$ cat config.mk
export PLATFORM = sky130hd
export DESIGN_NAME = dmairq_regs
export DESIGN_NICKNAME = d
export VERILOG_FILES = /design/src/rtl/dmairq_pkg.sv /design/src/rtl/dmairq_chan.sv /design/src/rtl/dmairq_global.sv /design/src/rtl/dmairq_regs.sv
export SDC_FILE = /design/constraint.sdc
export NUM_CORES = 2
export LEC_CHECK = 0
export BUFFER_PORTS_ARGS = -buffer_cell sky130_fd_sc_hd__clkbuf_2
export CORE_AREA = 3 3 533 535
export CTS_BUF_LIST = sky130_fd_sc_hd__clkbuf_8
export DETAILED_ROUTE_END_ITERATION = 8
export DIE_AREA = 0 0 536 538
export HOLD_SLACK_MARGIN = 0.06
export SLEW_MARGIN = 20
export SYNTH_ARGS = -nofsm -noshare
export SYNTH_HDL_FRONTEND = slang
export SYNTH_SLANG_ARGS = --single-unit
$ cat constraint.sdc
create_clock -name clk -period 2.6 [get_ports clk]
set_input_delay 0.26 -clock clk [delete_from_list [all_inputs] [get_ports clk]]
set_output_delay 0.26 -clock clk [all_outputs]
set_load 0.02 [all_outputs]
$ cat src/rtl/dmairq_pkg.sv
package dmairq_pkg;
  localparam int ADDR_W = 13;
  localparam int DATA_W = 32;

  localparam logic [ADDR_W-1:0] A_CTRL = 13'h1000;
  localparam logic [ADDR_W-1:0] A_PEND = 13'h1004;
  localparam logic [ADDR_W-1:0] A_BELL = 13'h100C;
  localparam logic [ADDR_W-1:0] A_PROG = 13'h101C;

  localparam int STRIDE_LSB = 5;
  localparam logic [STRIDE_LSB-1:0] O_STAT = 5'h10;
  localparam logic [STRIDE_LSB-1:0] O_DESC = 5'h18;

  // status word bit positions
  localparam int SB_EN = 0, SB_HALT = 2, SB_TERM = 3, SB_AERR = 4, SB_D8 = 30;
  // control word bit positions
  localparam int CB_EN = 0, CB_AERR = 2, CB_HALT = 3, CB_PERF = 31;

  typedef struct packed {
    logic d8;
    logic aerr;
    logic term;
    logic halt;
    logic en;
  } chan_st_t;

  function automatic logic [DATA_W-1:0] pack_status(chan_st_t s);
    logic [DATA_W-1:0] w;
    w = '0;
    w[SB_EN]   = s.en;
    w[SB_HALT] = s.halt;
    w[SB_TERM] = s.term;
    w[SB_AERR] = s.aerr;
    w[SB_D8]   = s.d8;
    return w;
  endfunction
endpackage

$ cat src/rtl/dmairq_chan.sv
module dmairq_chan
  import dmairq_pkg::*;
(
  input  logic              clk,
  input  logic              rst_n,
  input  logic              st_we,
  input  logic              da_we,
  input  logic [DATA_W-1:0] wdata,
  input  logic              ev_term,
  input  logic              ev_ie,
  input  logic              ev_halt,
  input  logic              ev_aerr,
  output chan_st_t          st_q,
  output logic [DATA_W-1:0] da_q,
  output logic              pend_set
);
  chan_st_t st_n;
  logic     stop;

  assign stop     = ev_halt | ev_aerr;
  assign pend_set = stop | (ev_term & ev_ie);

  always_comb begin
    st_n = st_q;
    if (st_we) begin
      st_n.en   = wdata[SB_EN];
      st_n.d8   = wdata[SB_D8];
      st_n.halt = st_q.halt & wdata[SB_HALT];
      st_n.term = st_q.term & wdata[SB_TERM];
      st_n.aerr = st_q.aerr & wdata[SB_AERR];
    end
    // events override a same-cycle write
    if (stop) st_n.en = 1'b0;
    st_n.halt = st_n.halt | ev_halt;
    st_n.term = st_n.term | ev_term;
    st_n.aerr = st_n.aerr | ev_aerr;
  end

  always_ff @(posedge clk) begin
    if (!rst_n) begin
      st_q <= '0;
      da_q <= '0;
    end else begin
      st_q <= st_n;
      if (da_we) da_q <= wdata;
    end
  end
endmodule

$ cat src/rtl/dmairq_global.sv
module dmairq_global
  import dmairq_pkg::*;
#(
  parameter int NUM_CH = 32
) (
  input  logic              clk,
  input  logic              rst_n,
  input  logic              ctrl_we,
  input  logic              pend_we,
  input  logic              bell_we,
  input  logic              prog_we,
  input  logic [DATA_W-1:0] wdata,
  input  logic [NUM_CH-1:0] pend_set,
  input  logic              any_halt,
  input  logic              any_aerr,
  output logic              gen_q,
  output logic              perf_q,
  output logic              gaerr_q,
  output logic              ghalt_q,
  output logic [NUM_CH-1:0] pend_q,
  output logic [NUM_CH-1:0] prog_q,
  output logic [NUM_CH-1:0] fetch_q
);
  logic [NUM_CH-1:0] pend_keep;
  logic              gaerr_keep, ghalt_keep;

  assign pend_keep  = pend_we ? (pend_q & wdata[NUM_CH-1:0]) : pend_q;
  assign gaerr_keep = ctrl_we ? (gaerr_q & wdata[CB_AERR]) : gaerr_q;
  assign ghalt_keep = ctrl_we ? (ghalt_q & wdata[CB_HALT]) : ghalt_q;

  always_ff @(posedge clk) begin
    if (!rst_n) begin
      gen_q   <= 1'b0;
      perf_q  <= 1'b0;
      gaerr_q <= 1'b0;
      ghalt_q <= 1'b0;
      pend_q  <= '0;
      prog_q  <= '0;
      fetch_q <= '0;
    end else begin
      if (ctrl_we) begin
        gen_q  <= wdata[CB_EN];
        perf_q <= wdata[CB_PERF];
      end
      gaerr_q <= gaerr_keep | any_aerr;
      ghalt_q <= ghalt_keep | any_halt;
      pend_q  <= pend_keep | pend_set;
      if (prog_we) prog_q <= wdata[NUM_CH-1:0];
      fetch_q <= bell_we ? wdata[NUM_CH-1:0] : '0;
    end
  end
endmodule

$ cat src/rtl/dmairq_regs.sv
module dmairq_regs
  import dmairq_pkg::*;
#(
  parameter int NUM_CH = 32
) (
  input  logic                     clk,
  input  logic                     rst_n,
  input  logic                     bus_wr,
  input  logic                     bus_rd,
  input  logic [ADDR_W-1:0]        bus_addr,
  input  logic [DATA_W-1:0]        bus_wdata,
  output logic [DATA_W-1:0]        bus_rdata,
  input  logic [NUM_CH-1:0]        ch_term,
  input  logic [NUM_CH-1:0]        ch_term_ie,
  input  logic [NUM_CH-1:0]        ch_halt,
  input  logic [NUM_CH-1:0]        ch_aerr,
  output logic [NUM_CH-1:0]        ch_en_o,
  output logic [NUM_CH-1:0]        ch_desc8_o,
  output logic [NUM_CH-1:0]        fetch_o,
  output logic [NUM_CH*DATA_W-1:0] desc_addr_o,
  output logic [NUM_CH-1:0]        prog_o,
  output logic                     perf_o,
  output logic                     irq_o
);
  localparam int IDX_W = ADDR_W - 1 - STRIDE_LSB;

  logic [IDX_W-1:0]      idx;
  logic                  ch_hit, st_sel, da_sel;
  chan_st_t              st_a [NUM_CH];
  logic [DATA_W-1:0]     da_a [NUM_CH];
  logic [NUM_CH-1:0]     pend_set, pend_q;
  logic                  gen_q, gaerr_q, ghalt_q;
  logic [DATA_W-1:0]     rd_nxt;

  assign idx    = bus_addr[ADDR_W-2:STRIDE_LSB];
  assign ch_hit = !bus_addr[ADDR_W-1] && (bus_addr[1:0] == 2'b00) && (int'(idx) < NUM_CH);
  assign st_sel = ch_hit && (bus_addr[STRIDE_LSB-1:0] == O_STAT);
  assign da_sel = ch_hit && (bus_addr[STRIDE_LSB-1:0] == O_DESC);

  for (genvar g = 0; g < NUM_CH; g++) begin : g_ch
    logic sel;
    assign sel = (idx == IDX_W'(g));
    dmairq_chan u_chan (
      .clk      (clk),
      .rst_n    (rst_n),
      .st_we    (bus_wr && st_sel && sel),
      .da_we    (bus_wr && da_sel && sel),
      .wdata    (bus_wdata),
      .ev_term  (ch_term[g]),
      .ev_ie    (ch_term_ie[g]),
      .ev_halt  (ch_halt[g]),
      .ev_aerr  (ch_aerr[g]),
      .st_q     (st_a[g]),
      .da_q     (da_a[g]),
      .pend_set (pend_set[g])
    );
    assign ch_en_o[g]                      = st_a[g].en;
    assign ch_desc8_o[g]                   = st_a[g].d8;
    assign desc_addr_o[g*DATA_W +: DATA_W] = da_a[g];
  end

  dmairq_global #(.NUM_CH(NUM_CH)) u_glb (
    .clk      (clk),
    .rst_n    (rst_n),
    .ctrl_we  (bus_wr && bus_addr == A_CTRL),
    .pend_we  (bus_wr && bus_addr == A_PEND),
    .bell_we  (bus_wr && bus_addr == A_BELL),
    .prog_we  (bus_wr && bus_addr == A_PROG),
    .wdata    (bus_wdata),
    .pend_set (pend_set),
    .any_halt (|ch_halt),
    .any_aerr (|ch_aerr),
    .gen_q    (gen_q),
    .perf_q   (perf_o),
    .gaerr_q  (gaerr_q),
    .ghalt_q  (ghalt_q),
    .pend_q   (pend_q),
    .prog_q   (prog_o),
    .fetch_q  (fetch_o)
  );

  assign irq_o = gen_q && (|pend_q);

  always_comb begin
    rd_nxt = '0;
    unique case (bus_addr)
      A_CTRL: begin
        rd_nxt[CB_EN]   = gen_q;
        rd_nxt[CB_AERR] = gaerr_q;
        rd_nxt[CB_HALT] = ghalt_q;
        rd_nxt[CB_PERF] = perf_o;
      end
      A_PEND:  rd_nxt[NUM_CH-1:0] = pend_q;
      A_PROG:  rd_nxt[NUM_CH-1:0] = prog_o;
      default: ;
    endcase
    for (int c = 0; c < NUM_CH; c++) begin
      if (idx == IDX_W'(c)) begin
        if (st_sel) rd_nxt = pack_status(st_a[c]);
        if (da_sel) rd_nxt = da_a[c];
      end
    end
  end

  always_ff @(posedge clk) begin
    if (!rst_n) bus_rdata <= '0;
    else if (bus_rd) bus_rdata <= rd_nxt;
  end
endmodule

# [Word-level counts from Yosys, hierarchy flattened]
# Index checks and enable logic that the tools add are counted.
[op_classes] magnitude_cmp=1 eq_ne=37 muxes=136 bitwise=295 reduce_logical=114
[op_table] operator="32-bit 2-to-1 mux" count=97
[op_table] operator="1-bit bitwise OR" count=162
[op_table] operator="1-bit bitwise AND" count=130
[op_table] operator="4-bit 2-to-1 mux" count=32
[op_table] operator="7-bit by 5-bit equality test with 1-bit output, second input constant" count=16
[op_table] operator="32-bit OR reduction" count=3
[op_table] operator="1-bit logical AND" count=75
[op_table] operator="2-bit OR reduction" count=32
[op_table] operator="7-bit by 4-bit equality test with 1-bit output, second input constant" count=8
[op_table] operator="27-bit one-hot mux with 2 select lines" count=1
[op_table] operator="13-bit equality test, second input constant" count=4
[op_table] operator="32-bit bitwise AND" count=1
[op_table] operator="32-bit bitwise OR" count=1
[op_table] operator="7-bit by 3-bit equality test with 1-bit output, second input constant" count=4
[op_table] operator="7-bit by 2-bit equality test with 1-bit output, second input constant" count=2
[op_table] operator="5-bit equality test, second input constant" count=2
[op_table] operator="7-bit by 1-bit equality test with 1-bit output, second input constant" count=1
[op_table] operator="7-bit zero test" count=1
[op_table] operator="7-bit by 6-bit less-than comparator with 1-bit output, second input constant" count=1
[op_table] operator="1-bit one-hot mux with 3 select lines" count=2
[op_table] operator="2-bit one-hot mux with 3 select lines" count=1
[op_table] operator="2-bit zero test" count=1
[op_table] operator="1-bit 2-to-1 mux" count=2
[op_table] operator="1-bit one-hot mux with 2 select lines" count=1
[op_table] operator="3 further kinds" count=3
[totals] regBits=1316 input_bits=177 output_inout_bits=1186 elab_cells=783

# [Longest topological paths before layout]
[logic_depth] depth_word=100 ltp_mapped=13 depth_no_buf=8

# [Cells and area by module]
# Synthesis repeated with hierarchy kept, for this count alone.
[hier_totals] hier_cells=6594 hier_area_um2=64221.6
[by_module_without_submodules] mod="dmairq_chan" n_inst=32 cells_per_inst=122 area_each_um2=1443.9 seq_area_each_um2=740.7
[by_module_without_submodules] mod="dmairq_regs" n_inst=1 cells_per_inst=2367 area_each_um2=14552.7 seq_area_each_um2=640.6
[by_module_without_submodules] mod="dmairq_global" n_inst=1 cells_per_inst=323 area_each_um2=3464.6 seq_area_each_um2=2001.9

# [Least setup slack after synthesis]
# OpenSTA, ideal clock, no wires.
[synth_path] kind="input to register" from="input bus_addr[2]" to="register bus_rdata[26]" setup_ps=131 t_arrival_ps=2701 required_time_ps=2469 setup_slack_ps=-232 cell_stages=12 path_buffers=4 cell_sequence="buf_2 > or4b_1 > clkbuf_1 > or4_1 > buf_2 > buf_2 > a21oi_1 > a21oi_1 > a211oi_2 > a311oi_1 > a2111oi_0 > nor3_1"
[synth_via] elab_chain_len=98 elab_cells_between_ends=103 classes_between="eq/ne (4); mux (97); reduce/logical (2)"
[synth_lines] item="start: declaration" line_no="dmairq_regs.sv:10" rtl="input logic [ADDR_W-1:0] bus_addr,"
[synth_lines] item="13-bit equality test / 5-bit equality test (equally long branches)" line_no="dmairq_regs.sv:86, dmairq_regs.sv:37"
[synth_lines] item="27-bit one-hot mux with 2 select lines / 1-bit logical AND (equally long branches)" line_no="dmairq_regs.sv:86, dmairq_regs.sv:37"
[synth_lines] item="32-bit 2-to-1 mux" line_no="dmairq_regs.sv:99" rtl="if (st_sel) rd_nxt = pack_status(st_a[c]);"
[synth_lines] item="32-bit 2-to-1 mux" line_no="dmairq_regs.sv:100" rtl="if (da_sel) rd_nxt = da_a[c];"
[synth_lines] item="32-bit 2-to-1 mux" line_no="dmairq_regs.sv:98" rtl="if (idx == IDX_W'(c)) begin"
[synth_lines] item="32-bit 2-to-1 mux" line_no="dmairq_regs.sv:99"
[synth_lines] item="32-bit 2-to-1 mux" line_no="dmairq_regs.sv:100"
[synth_lines] item="32-bit 2-to-1 mux" line_no="dmairq_regs.sv:98"
[synth_lines] item="[82 not listed]"
[synth_lines] item="32-bit 2-to-1 mux" line_no="dmairq_regs.sv:100"
[synth_lines] item="32-bit 2-to-1 mux" line_no="dmairq_regs.sv:98"
[synth_lines] item="32-bit 2-to-1 mux" line_no="dmairq_regs.sv:99"
[synth_lines] item="32-bit 2-to-1 mux" line_no="dmairq_regs.sv:100"
[synth_lines] item="32-bit 2-to-1 mux" line_no="dmairq_regs.sv:98"
[synth_lines] item="32-bit 2-to-1 mux" line_no="dmairq_regs.sv:99"
[synth_lines] item="32-bit 2-to-1 mux" line_no="dmairq_regs.sv:100"
[synth_lines] item="32-bit 2-to-1 mux *" line_no="dmairq_regs.sv:98"
[synth_lines] item="end signal: assignment" line_no="dmairq_regs.sv:107" rtl="else if (bus_rd) bus_rdata <= rd_nxt;"
[synth_lines] item="end: declaration" line_no="dmairq_regs.sv:12" rtl="output logic [DATA_W-1:0] bus_rdata,"
# Mark *: on every way between the ends. The rest lies on a longest branch, timed or not.
# A chain may end at the register's enable or synchronous reset.

# [Worst setup path in the final report]
[layout_path] from="input bus_addr[10]" to="register bus_rdata[9]"
[layout_via] elab_chain_len=99 elab_cells_between_ends=135 classes_between="order compare (1); eq/ne (33); mux (97); reduce/logical (4)"
[layout_lines] item="7-bit by 6-bit less-than comparator with 1-bit output" line_no="dmairq_regs.sv:36" rtl="assign ch_hit = !bus_addr[ADDR_W-1] && (bus_addr[1:0] == 2'b00) && (int'(idx) < NUM_CH);"
[layout_lines] item="1-bit logical AND" line_no="dmairq_regs.sv:36"
[layout_lines] item="1-bit logical AND" line_no="dmairq_regs.sv:37" rtl="assign st_sel = ch_hit && (bus_addr[STRIDE_LSB-1:0] == O_STAT);"
[layout_lines] item="32-bit 2-to-1 mux" line_no="dmairq_regs.sv:99"
[layout_lines] item="32-bit 2-to-1 mux" line_no="dmairq_regs.sv:100"
[layout_lines] item="32-bit 2-to-1 mux" line_no="dmairq_regs.sv:98"
[layout_lines] item="32-bit 2-to-1 mux" line_no="dmairq_regs.sv:99"
[layout_lines] item="32-bit 2-to-1 mux" line_no="dmairq_regs.sv:100"
[layout_lines] item="[83 not listed]"
[layout_lines] item="32-bit 2-to-1 mux" line_no="dmairq_regs.sv:100"
[layout_lines] item="32-bit 2-to-1 mux" line_no="dmairq_regs.sv:98"
[layout_lines] item="32-bit 2-to-1 mux" line_no="dmairq_regs.sv:99"
[layout_lines] item="32-bit 2-to-1 mux" line_no="dmairq_regs.sv:100"
[layout_lines] item="32-bit 2-to-1 mux" line_no="dmairq_regs.sv:98"
[layout_lines] item="32-bit 2-to-1 mux" line_no="dmairq_regs.sv:99"
[layout_lines] item="32-bit 2-to-1 mux" line_no="dmairq_regs.sv:100"
[layout_lines] item="32-bit 2-to-1 mux *" line_no="dmairq_regs.sv:98"
# Marked as above.

==> qor.yml <==
global_route:
  antenna_found_initial: 63
  grt_pass1_vias: 72505
  overflow: 0
  track_usage_pct: 38.81
  grt_pass1_wl_um: 748100
  grt_max_degree: 169
sta:
  timing.final.crit_share_pct: 101.5
  min_period_ps: 2639
  max_freq_mhz: 378.9
  drv_slew: 0
  max_slew.worst_pin.slew_ps: 1194
  skew_ps: 132.1
  setup_viol: 6
  fin_ws_ps: -39.20
  hold_viol_final: 0
  maxSlewHeadroom_pct: 19.92
finish:
  final_area_um2: 92520
  nets: 10594
  layout_common_cells: "nand2_1 (2473), clkbuf_2 (1350), dfxtp_1 (1309)"
  fillCellCount: 29566
  final_common_cell: "nand2_1"
  syn2layout_area_growth_pct: 48.68
  drive_gt1_share_pct: 30.93
cts:
  htree_levels: 4
  cts.path.max_buffers: 4
  clockRootBuffer: "clkbuf_8"
  cts_tree: "built"
  clkSinkCount: 1316
  numCtsBuffers: 240
  cts.clk_slew.worst_paths_ps: 60
  clock_latency_ps: 1080
pwr:
  p_per_area_nw_per_um2: 498.3
  power_leakage_nw: 36.78
  vdd_drop_max_uv: 488.2
floorplanning:
  io_pins: 1363
  die_area_um2: 288400
  die_h_um: 538
  fp.dieW_um: 536
  core_um2: 279400
  initial_core_util_pct: 22.27
  fp-row-count: 194
critical_path:
  critPathKind: "in2reg"
  crit_slowest_cell: "or4_4"
  start_kind: "primary input"
  required_ps: 3510
  crit_chain: "clkbuf_4 > or4_4 > or2_2 > or3_1 > buf_12 > buf_4 > a21oi_1 > buf_4 > o21bai_1 > a211oi_2 > o21ai_0 > o21a_1"
  critPathMostFrequentCell: "buf_4"
  r2r_slack_ps: -30
  arrival_ps: 3550
  cp_slowest_stage_delay_ps: 600
  cp_max_fo: 8
  crit_path_end_kind: "flip-flop"
yosys:
  synth_warnings: 0
  syn_area_per_cell_um2: 7.791
  synth.cell_area_um2: 62230
  synth.net_count: 8164
  synth-seq-area-share_pct: 42.34
  ys_types: 86
  ys_ff_latch: 1316
  synth_flop_cell: "dfxtp_1"
  synth_edf_count: 0
  syn_inst: 7987
  synthArstFlopShare_pct: 0
route:
  antenna_left: 0
  drt_first_pass_iters: 9
  totalWireLength_um: 588500
  viasPerCell: 5.548
  drt_iter0_drc: 12614
  vias: 79671
  wl_per_cell_um: 40.98
  drc: 0
outcome:
  run_status: "complete, but fails checks"
  violations: "negative setup slack"
hold_path:
  hold_class: "in2reg"
placement:
  post-place-ws_ps: -1858
  placed_cell_area_um2: 83730
  io_buffer_count: 1362
  dpl.hpwl_um: 472500
  gp_congestion: 1.097
run:
  maxCapViolations: 0
layout make-up:
cell class,instances,area (µm²),area share (%)
multi-input cells,5831,33290,35.98
flip-flops and latches,1316,26360,28.49
repair buffers,3020,23110,24.98
well taps,3724,4659,5.036
clock buffers,304,4184,4.522
clock inverters,126,810.8,0.8763
diodes,32,80.08,0.08655
inverters,8,30.03,0.03246
routing by layer:
layer | vias up | share of wire, % | global-route usage, %
li1 | 32700 | - | -
met1 | 38891 | 35 | 44.40
met2 | 6604 | 41 | 56.14
met3 | 1458 | 16 | 19.36
met4 | 18 | 8.8 | 27.00
met5 | - | 0.022 | 0.01645
repair_timing:
item,4_1_cts,5_1_grt
hold endpoints to repair,1125,0
resized for setup,56,30
pin swaps,5,7
setup endpoints to repair,27,23
buffers inserted,5,0
hold buffers,326,0
power breakdown:
part / switching, mW / internal, mW
sequential: 0.212 / 20.3
combinational: 2.70 / 1.46
clock: 10.1 / 11.3
total: 13.0 / 33.1
cell families (layout without fill, tap and decap cells):
logic type      count (synthesis)  in the layout  share of synthesized area, %
compound gates               2461           2461                         28.06
flops                        1316           1316                         42.34
mux                           104            104                         1.763
other cells                     0             32                             0
buf+inv                       840           3458                         5.648
simple gates                 3266           3266                         22.19
metrics by stage:
step | util (%) | power, mW | std cells | hold slack [ps] | TNS [ps]
CTS | 33.04 | 45.86 | 14329 | 60.28 | 0
finish | 33.12 | 46.10 | 14361 | 117.5 | -132.2
global route | 33.10 | 46.91 | 14343 | 107.2 | -6.113
detailed placement | 29.97 | 24.47 | 13568 | 472.2 | -646140
global placement | 29.96 | 24.48 | 13568 | 458.1 | -664970
floorplan | - | 22.14 | 7987 | 336.7 | -10200
sequential cells by signal (all words and copies together), names as in the netlist:
register / flops
u_glb.perf_q: 1
u_glb.pend_q: 32
u_glb.gen_q: 1
u_glb.gaerr_q: 1
u_glb.ghalt_q: 1
g_ch.u_chan.st_q: 160
g_ch.u_chan.da_q: 1024
u_glb.prog_q: 32
bus_rdata: 32
u_glb.fetch_q: 32
path summary, 6_finish.rpt:
kind                       startpoint                        to  depth (start not counted)
max reg2reg   g_ch[11].u_chan.da_q[2]              bus_rdata[2]                          8
min reg2reg  g_ch[19].u_chan.da_q[29]  g_ch[19].u_chan.da_q[29]                          2
min                        ch_halt[0]    g_ch[0].u_chan.st_q[1]                          3
max                      bus_addr[10]              bus_rdata[9]                         12
synthesized netlist by cell type (18+ instances only):
| cell | instances | area share (%) |
|---|---|---|
| nand2_1 | 2475 | 15 |
| dfxtp_1 | 1316 | 42 |
| a21boi_0 | 1105 | 13 |
| clkbuf_1 | 663 | 4.0 |
| a21oi_1 | 414 | 3.3 |
| nor2_1 | 178 | 1.1 |
| o21ai_0 | 124 | 1.0 |
| nand3_1 | 116 | 0.93 |
| a22oi_1 | 111 | 1.3 |
| o22ai_1 | 111 | 1.1 |
| nor3_1 | 106 | 0.85 |
| a211oi_1 | 86 | 1.0 |
| nor2b_1 | 79 | 0.79 |
| a221oi_1 | 73 | 1.0 |
| o21a_1 | 71 | 0.86 |
| buf_2 | 69 | 0.55 |
| nor4_1 | 68 | 0.68 |
| buf_4 | 67 | 0.81 |
| o221ai_1 | 63 | 0.89 |
| mux2i_1 | 59 | 0.95 |
| a22o_1 | 56 | 0.79 |
| mux2_2 | 45 | 0.81 |
| nand4_1 | 43 | 0.43 |
| and2_1 | 41 | 0.41 |
| nor4b_1 | 34 | 0.48 |
| a31oi_1 | 30 | 0.30 |
| buf_1 | 29 | 0.17 |
| and3_1 | 25 | 0.25 |
| or3_1 | 25 | 0.25 |
| o211ai_1 | 20 | 0.24 |
| a221o_1 | 18 | 0.29 |
| o31ai_1 | 18 | 0.22 |
worst max-delay path, delay by kind of cell:
| family | cells | cell delay (ps) |
|---|---|---|
| AND/OR/NAND/NOR | 3 | 1360 |
| AO/OA/AOI/OAI | 5 | 1180 |
| buffers and inverters | 4 | 720 |
Note: power is estimated with default switching activity, not from simulation.
